--- config.mk ---
export PLATFORM = sky130hd
export DESIGN_NAME = lin_hdr_ctl
export DESIGN_NICKNAME = d
export VERILOG_FILES = /design/src/rtl/lin_hdr_pkg.sv /design/src/rtl/lin_ctl_reg.sv /design/src/rtl/lin_flag_bank.sv /design/src/rtl/lin_path_mux.sv /design/src/rtl/lin_hdr_ctl.sv
export SDC_FILE = /design/constraint.sdc
export NUM_CORES = 1
export LEC_CHECK = 0
export BUFFER_PORTS_ARGS = -buffer_cell sky130_fd_sc_hd__clkbuf_2
export CAP_MARGIN = 15
export CELL_PAD_IN_SITES_DETAIL_PLACEMENT = 0
export CELL_PAD_IN_SITES_GLOBAL_PLACEMENT = 1
export CORE_UTILIZATION = 32
export DETAILED_ROUTE_END_ITERATION = 8
export HOLD_SLACK_MARGIN = 0.1
export PLACE_DENSITY = 0.82
export SYNTH_ARGS = -nofsm -noshare
export SYNTH_HDL_FRONTEND = slang
export SYNTH_SLANG_ARGS = --single-unit
--- constraint.sdc ---
create_clock -name clk -period 2.5 [get_ports clk]
set_input_delay 0.25 -clock clk [delete_from_list [all_inputs] [get_ports clk]]
set_output_delay 0.25 -clock clk [all_outputs]
set_load 0.005 [all_outputs]
--- src/rtl/lin_hdr_pkg.sv ---
// Package: shared widths, bit positions and control-state type for the
// LIN header assist unit. Assumes a byte-wide register port.
package lin_hdr_pkg;
    localparam int DATA_W   = 8;
    localparam int NFLAG    = 3;
    // control register bit positions (software-visible layout)
    localparam int CB_EN    = 7;
    localparam int CB_MST   = 6;
    localparam int CB_SEL   = 5;
    localparam int CB_ARM   = 4;
    localparam int CB_MSKD  = 3;
    // status register: flags at [NFLAG-1:0], clear bits just above
    localparam int SB_CLR0  = NFLAG;
    // flag indices
    localparam int FL_SYNC  = 0;
    localparam int FL_BRK   = 1;
    localparam int FL_COLL  = 2;

    typedef struct packed {
        logic             en;
        logic             mst;
        logic             sel;
        logic [NFLAG-1:0] ie;
    } ctl_t;
endpackage

--- src/rtl/lin_ctl_reg.sv ---
// Module: control register and receive-mask state.
// Assumes: a one-cycle write strobe; events are one-cycle pulses.
// The mode bit is frozen while LIN is enabled; the arm bit is not stored.
module lin_ctl_reg
    import lin_hdr_pkg::*;
(
    input  logic              clk,
    input  logic              rst_n,
    input  logic              wr_ctl,
    input  logic [DATA_W-1:0] wdata,
    input  logic              evt_sync,
    input  logic              evt_break,
    output ctl_t              ctl,
    output logic              mask_q
);
    logic release_mask;

    // Decide whether the current event ends masking for the active mode.
    always_comb begin
        if (!ctl.en)
            release_mask = 1'b0;
        else if (ctl.mst)
            release_mask = evt_break;
        else
            release_mask = ctl.sel ? evt_sync : evt_break;
    end

    // Control fields: the mode updates only while LIN is stopped.
    always_ff @(posedge clk) begin
        if (!rst_n) begin
            ctl <= '0;
        end else if (wr_ctl) begin
            ctl.en  <= wdata[CB_EN];
            ctl.sel <= wdata[CB_SEL];
            ctl.ie  <= wdata[NFLAG-1:0];
            if (!ctl.en)
                ctl.mst <= wdata[CB_MST];
        end
    end

    // Mask state: armed by a write, dropped on release or when LIN is disabled.
    always_ff @(posedge clk) begin
        if (!rst_n)
            mask_q <= 1'b0;
        else if (wr_ctl && !wdata[CB_EN])
            mask_q <= 1'b0;
        else if (wr_ctl && wdata[CB_ARM])
            mask_q <= 1'b1;
        else if (!ctl.en || release_mask)
            mask_q <= 1'b0;
    end
endmodule

--- src/rtl/lin_flag_bank.sv ---
// Module: event flags with per-flag write-one-to-clear.
// Assumes: set pulses count only while LIN is enabled; a set wins over a clear.
module lin_flag_bank #(
    parameter int N = 3
) (
    input  logic         clk,
    input  logic         rst_n,
    input  logic         lin_en,
    input  logic [N-1:0] set_evt,
    input  logic [N-1:0] clr_req,
    output logic [N-1:0] flags
);
    for (genvar i = 0; i < N; i++) begin : g_flag
        // One sticky flag: set has priority over clear.
        always_ff @(posedge clk) begin
            if (!rst_n)
                flags[i] <= 1'b0;
            else if (lin_en && set_evt[i])
                flags[i] <= 1'b1;
            else if (clr_req[i])
                flags[i] <= 1'b0;
        end
    end
endmodule

--- src/rtl/lin_path_mux.sv ---
// Module: combinational routing of the pin, UART and timer signals.
// Assumes: the idle level of every line is 1.
module lin_path_mux (
    input  logic lin_en,
    input  logic mst,
    input  logic mask_q,
    input  logic bus_rx,
    input  logic uart_tx,
    input  logic tmr_out,
    output logic masked,
    output logic uart_rx,
    output logic tmr_in,
    output logic bus_tx
);
    // Route receive to the UART or the timer, and merge the timer onto transmit.
    always_comb begin
        masked  = lin_en & mask_q;
        uart_rx = masked ? 1'b1 : bus_rx;
        tmr_in  = masked ? bus_rx : 1'b1;
        bus_tx  = uart_tx | (lin_en & mst & tmr_out);
    end
endmodule

--- src/rtl/lin_hdr_ctl.sv ---
// Module: top of the LIN header assist unit. Decodes the register port,
// assembles read data and forms the combined interrupt.
// Assumes: reads are combinational; unused addresses read 0.
module lin_hdr_ctl #(
    parameter int                ADDR_W    = 2,
    parameter logic [ADDR_W-1:0] CTRL_ADDR = 0,
    parameter logic [ADDR_W-1:0] STAT_ADDR = 1
) (
    input  logic              clk,
    input  logic              rst_n,
    input  logic              wr_en,
    input  logic [ADDR_W-1:0] addr,
    input  logic [7:0]        wdata,
    output logic [7:0]        rdata,
    input  logic              evt_sync,
    input  logic              evt_break,
    input  logic              evt_coll,
    input  logic              bus_rx,
    output logic              uart_rx,
    output logic              tmr_in,
    input  logic              uart_tx,
    input  logic              tmr_out,
    output logic              bus_tx,
    output logic              irq
);
    import lin_hdr_pkg::*;

    ctl_t             ctl;
    logic             mask_q;
    logic             masked;
    logic             wr_ctl;
    logic             wr_stat;
    logic [NFLAG-1:0] flags;
    logic [NFLAG-1:0] set_evt;
    logic [NFLAG-1:0] clr_req;

    // Register-port decode and event packing.
    always_comb begin
        wr_ctl           = wr_en && (addr == CTRL_ADDR);
        wr_stat          = wr_en && (addr == STAT_ADDR);
        set_evt          = '0;
        set_evt[FL_SYNC] = evt_sync;
        set_evt[FL_BRK]  = evt_break;
        set_evt[FL_COLL] = evt_coll;
        clr_req          = wr_stat ? wdata[SB_CLR0 +: NFLAG] : '0;
    end

    lin_ctl_reg u_ctl (
        .clk       (clk),
        .rst_n     (rst_n),
        .wr_ctl    (wr_ctl),
        .wdata     (wdata),
        .evt_sync  (evt_sync),
        .evt_break (evt_break),
        .ctl       (ctl),
        .mask_q    (mask_q)
    );

    lin_flag_bank #(.N(NFLAG)) u_flags (
        .clk     (clk),
        .rst_n   (rst_n),
        .lin_en  (ctl.en),
        .set_evt (set_evt),
        .clr_req (clr_req),
        .flags   (flags)
    );

    lin_path_mux u_path (
        .lin_en  (ctl.en),
        .mst     (ctl.mst),
        .mask_q  (mask_q),
        .bus_rx  (bus_rx),
        .uart_tx (uart_tx),
        .tmr_out (tmr_out),
        .masked  (masked),
        .uart_rx (uart_rx),
        .tmr_in  (tmr_in),
        .bus_tx  (bus_tx)
    );

    // Read mux: arm and clear bits always read 0.
    always_comb begin
        rdata = '0;
        if (addr == CTRL_ADDR) begin
            rdata[CB_EN]       = ctl.en;
            rdata[CB_MST]      = ctl.mst;
            rdata[CB_SEL]      = ctl.sel;
            rdata[CB_MSKD]     = masked;
            rdata[NFLAG-1:0]   = ctl.ie;
        end else if (addr == STAT_ADDR) begin
            rdata[NFLAG-1:0]   = flags;
        end
    end

    // Combined interrupt from enabled flags.
    always_comb irq = |(flags & ctl.ie);
endmodule

==> impl_metrics.csv <==
group,metric,value,unit
cts,cts.clk_slew.worst_paths,70,ps
timing,finalMaxSlewViolations,0,
worst_setup_path,cp.required,2250,ps
drt,vias_per_cell,4.58,
finish,diodes,0,
synth,synthCells,66,
cts,cts.htree.levels,1,
timing,tns,0,ps
timing,clock.fmax,625,MHz
global_routing,grt_start_max_net_pins,11,
worst_setup_path,path_class,"reg2out",
run_status,status,"finished, final reports clean",
worst_setup_path,reg2reg_from,"u_ctl.ctl[5]$_SDFFE_PN0N_",
global_routing,globalRouteTotalUtil,0.153,
cts,clk_latency,270,ps
finish,fin_area,744,um^2
drt,first_pass_iters,6,
worst_setup_path,cp_slowest_stage_delay,500,ps
timing,rsz0062_at_grt,"no",
synth,synth_warnings,0,
synth,syn_nets,85,
synth,postSynthRegisterBits,10,
die,rows,14,
timing,finalCritPeriodShare,0.640,
power,power_density,486,nW/um^2
die,die_area,1970,um^2
timing,finalHoldViolations,0,
die,dieHeight,44.4,um
min_path,hp-class,"in2reg",
worst_setup_path,critPathLaunch,"u_ctl.ctl[5]$_SDFFE_PN0N_",
synth,synthesis.area,576,um^2
worst_setup_path,slowest_stage,"dfxtp_1",
power,leakagePower,0.000348,uW
global_routing,antenna_found_initial,0,
worst_setup_path,end_kind,"primary output",
finish,drive_above_1_share,0.404,
drt,drc_errors,0,
synth,synth_cell_type_count,24,
synth,synth.avg_cell_area,8.72,um^2
cts,cts_setup_buffers,0,
drt,drt-wirelength-per-cell,11.4,um
drt,vias,541,
drt,ant_nets,0,
die,coreArea,1590,um^2
timing,max_slew_margin,0.632,
die,io_pins,31,
timing,worst_pin_slew,551,ps
placed_design,io_buffers,29,
finish,syn2layout_area_growth,29.3,%
timing,min_period,1600,ps
timing,finClkSkew,4.45,ps
min_path,hold_start,"wdata[3]",
finish,final_nets,114,
flow_run,maxCapViolCount,0,
worst_setup_path,crit_fanout,10,
synth,yosys-top-cells-area,"dfxtp_1, mux2i_1, nor2_1",
power,ir_drop,0.268,mV
global_routing,grt_pass1_vias,498,
timing,setup_violations,0,
worst_setup_path,critical_path.cell_chain,"nand2_1 > or2_2 > clkbuf_2",
cts,cts.hold.buffers_added,0,
placed_design,routabilityCongestion,0.741,
die,fp.dieW,44.4,um
cts,clock_path_buffers,2,
worst_setup_path,worstSetupStartpointType,"flop",
cts,cts-root-buf,"clkbuf_4",
cts,cts_resized,0,
worst_setup_path,critical_path_arrival,1350,ps
synth,yosys.area.top_type_share,0.348,
global_routing,overflow,0,
cts,tritoncts,"built",
global_routing,grt_first_pass_wirelength,2170,um
cts,numCtsBuffers,3,
placed_design,hpwlAfterDp,998,um
die,start_util,0.361,
placed_design,placed_area,708,um^2
cts,clock-sinks,10,
synth,yosysTopAreaCell,"dfxtp_1",
drt,drt_wl_total,1340,um
drt,drtIter0Drc,21,
synth,synth-seq-area-share,0.348,
[metrics by stage]
step | total power (uW) | util | setup slack (ps) | instances | hold slack (ps)
finish | 362 | 0.467 | 900 | 118 | 186
global route | 381 | 0.467 | 795 | 118 | 196
CTS | 366 | 0.467 | 875 | 118 | 183
detailed placement | 219 | 0.444 | 1070 | 114 | 467
global placement | 219 | 0.444 | 1090 | 114 | 458
floorplan | 201 | - | 1410 | 66 | 360
[sequential cells by signal, summed over array words and instances, names as in the netlist]
register	flops
u_ctl.ctl	6
u_flags.flags	3
u_ctl.mask_q	1
[final timing paths]
path	endpoint	slack, ps	depth (start not counted)
worst max-delay path	tmr_in	900	3
worst min-delay path	u_flags.flags[0]$_SDFFE_PN0P_	190	2
worst max register to register	u_ctl.mask_q$_SDFFE_PP0P_	1250	3
worst min register to register	u_ctl.ctl[1]$_SDFFE_PN0N_	530	2
[power by group]
group          internal [uW]  switching [uW]  leakage (uW)
clock network           88.5            57.3     0.0000210
registers                164            4.72     0.0000811
logic                   23.2            24.3      0.000245
total                    276            86.3      0.000348
[cells in the final DEF, fill, tap and decap left out, drive strengths merged]
cell / Yosys / routed
or2: 1 / 1
inv: 3 / 3
nor3b: 1 / 1
a221oi: 1 / 1
clkbuf: 0 / 33
nand2: 7 / 7
dfxtp: 10 / 10
a311oi: 3 / 3
mux2i: 8 / 8
nor3: 2 / 2
nor2: 10 / 10
a211o: 1 / 1
a41o: 1 / 1
and2: 2 / 2
a21oi: 4 / 4
nand2b: 2 / 2
conb: 1 / 1
and3b: 1 / 1
a31o: 1 / 1
clkinv: 1 / 1
a222oi: 1 / 1
[layout make-up]
class                           instances  area, um^2
Inverter                                4        15.0
Tap cell                               24        30.0
Fill cell                             169         850
Sequential cell                        10         200
Timing Repair Buffer                   29         145
Multi-Input combinational cell         47         318
Clock buffer                            4        36.3
[synth_stat cells, drive strengths merged]
master,count
inv,3
nor3,2
nor3b,1
clkinv,1
mux2i,8
dfxtp,10
or2,1
and3b,1
a41o,1
conb,1
nor2,10
a222oi,1
a311oi,3
a31o,1
a221oi,1
a21oi,4
nand2b,2
and2,2
nand2,7
buf,5
a211o,1
[metal layers]
layer | GRT usage | vias up | share of wire
met5 | 0 | - | 0
li1 | - | 282 | -
met4 | 0.0545 | 0 | 0
met2 | 0.238 | 21 | 0.45
met3 | 0.0571 | 0 | 0.074
met1 | 0.193 | 238 | 0.48
[kinds of logic after synthesis]
logic type / Yosys count / synth area share
other cells: 1 / 0.00652
simple gates: 26 / 0.235
flops: 10 / 0.348
compound gates: 12 / 0.172
buf+inv: 9 / 0.100
mux: 8 / 0.139
[critical path: cells and delay by family, from the launching register on]
family / cells / cell delay, ps
flip-flops: 1 / 500
AND/OR/NAND/NOR: 2 / 470
buffers and inverters: 1 / 110
Power figures use the tool's default switching activity.
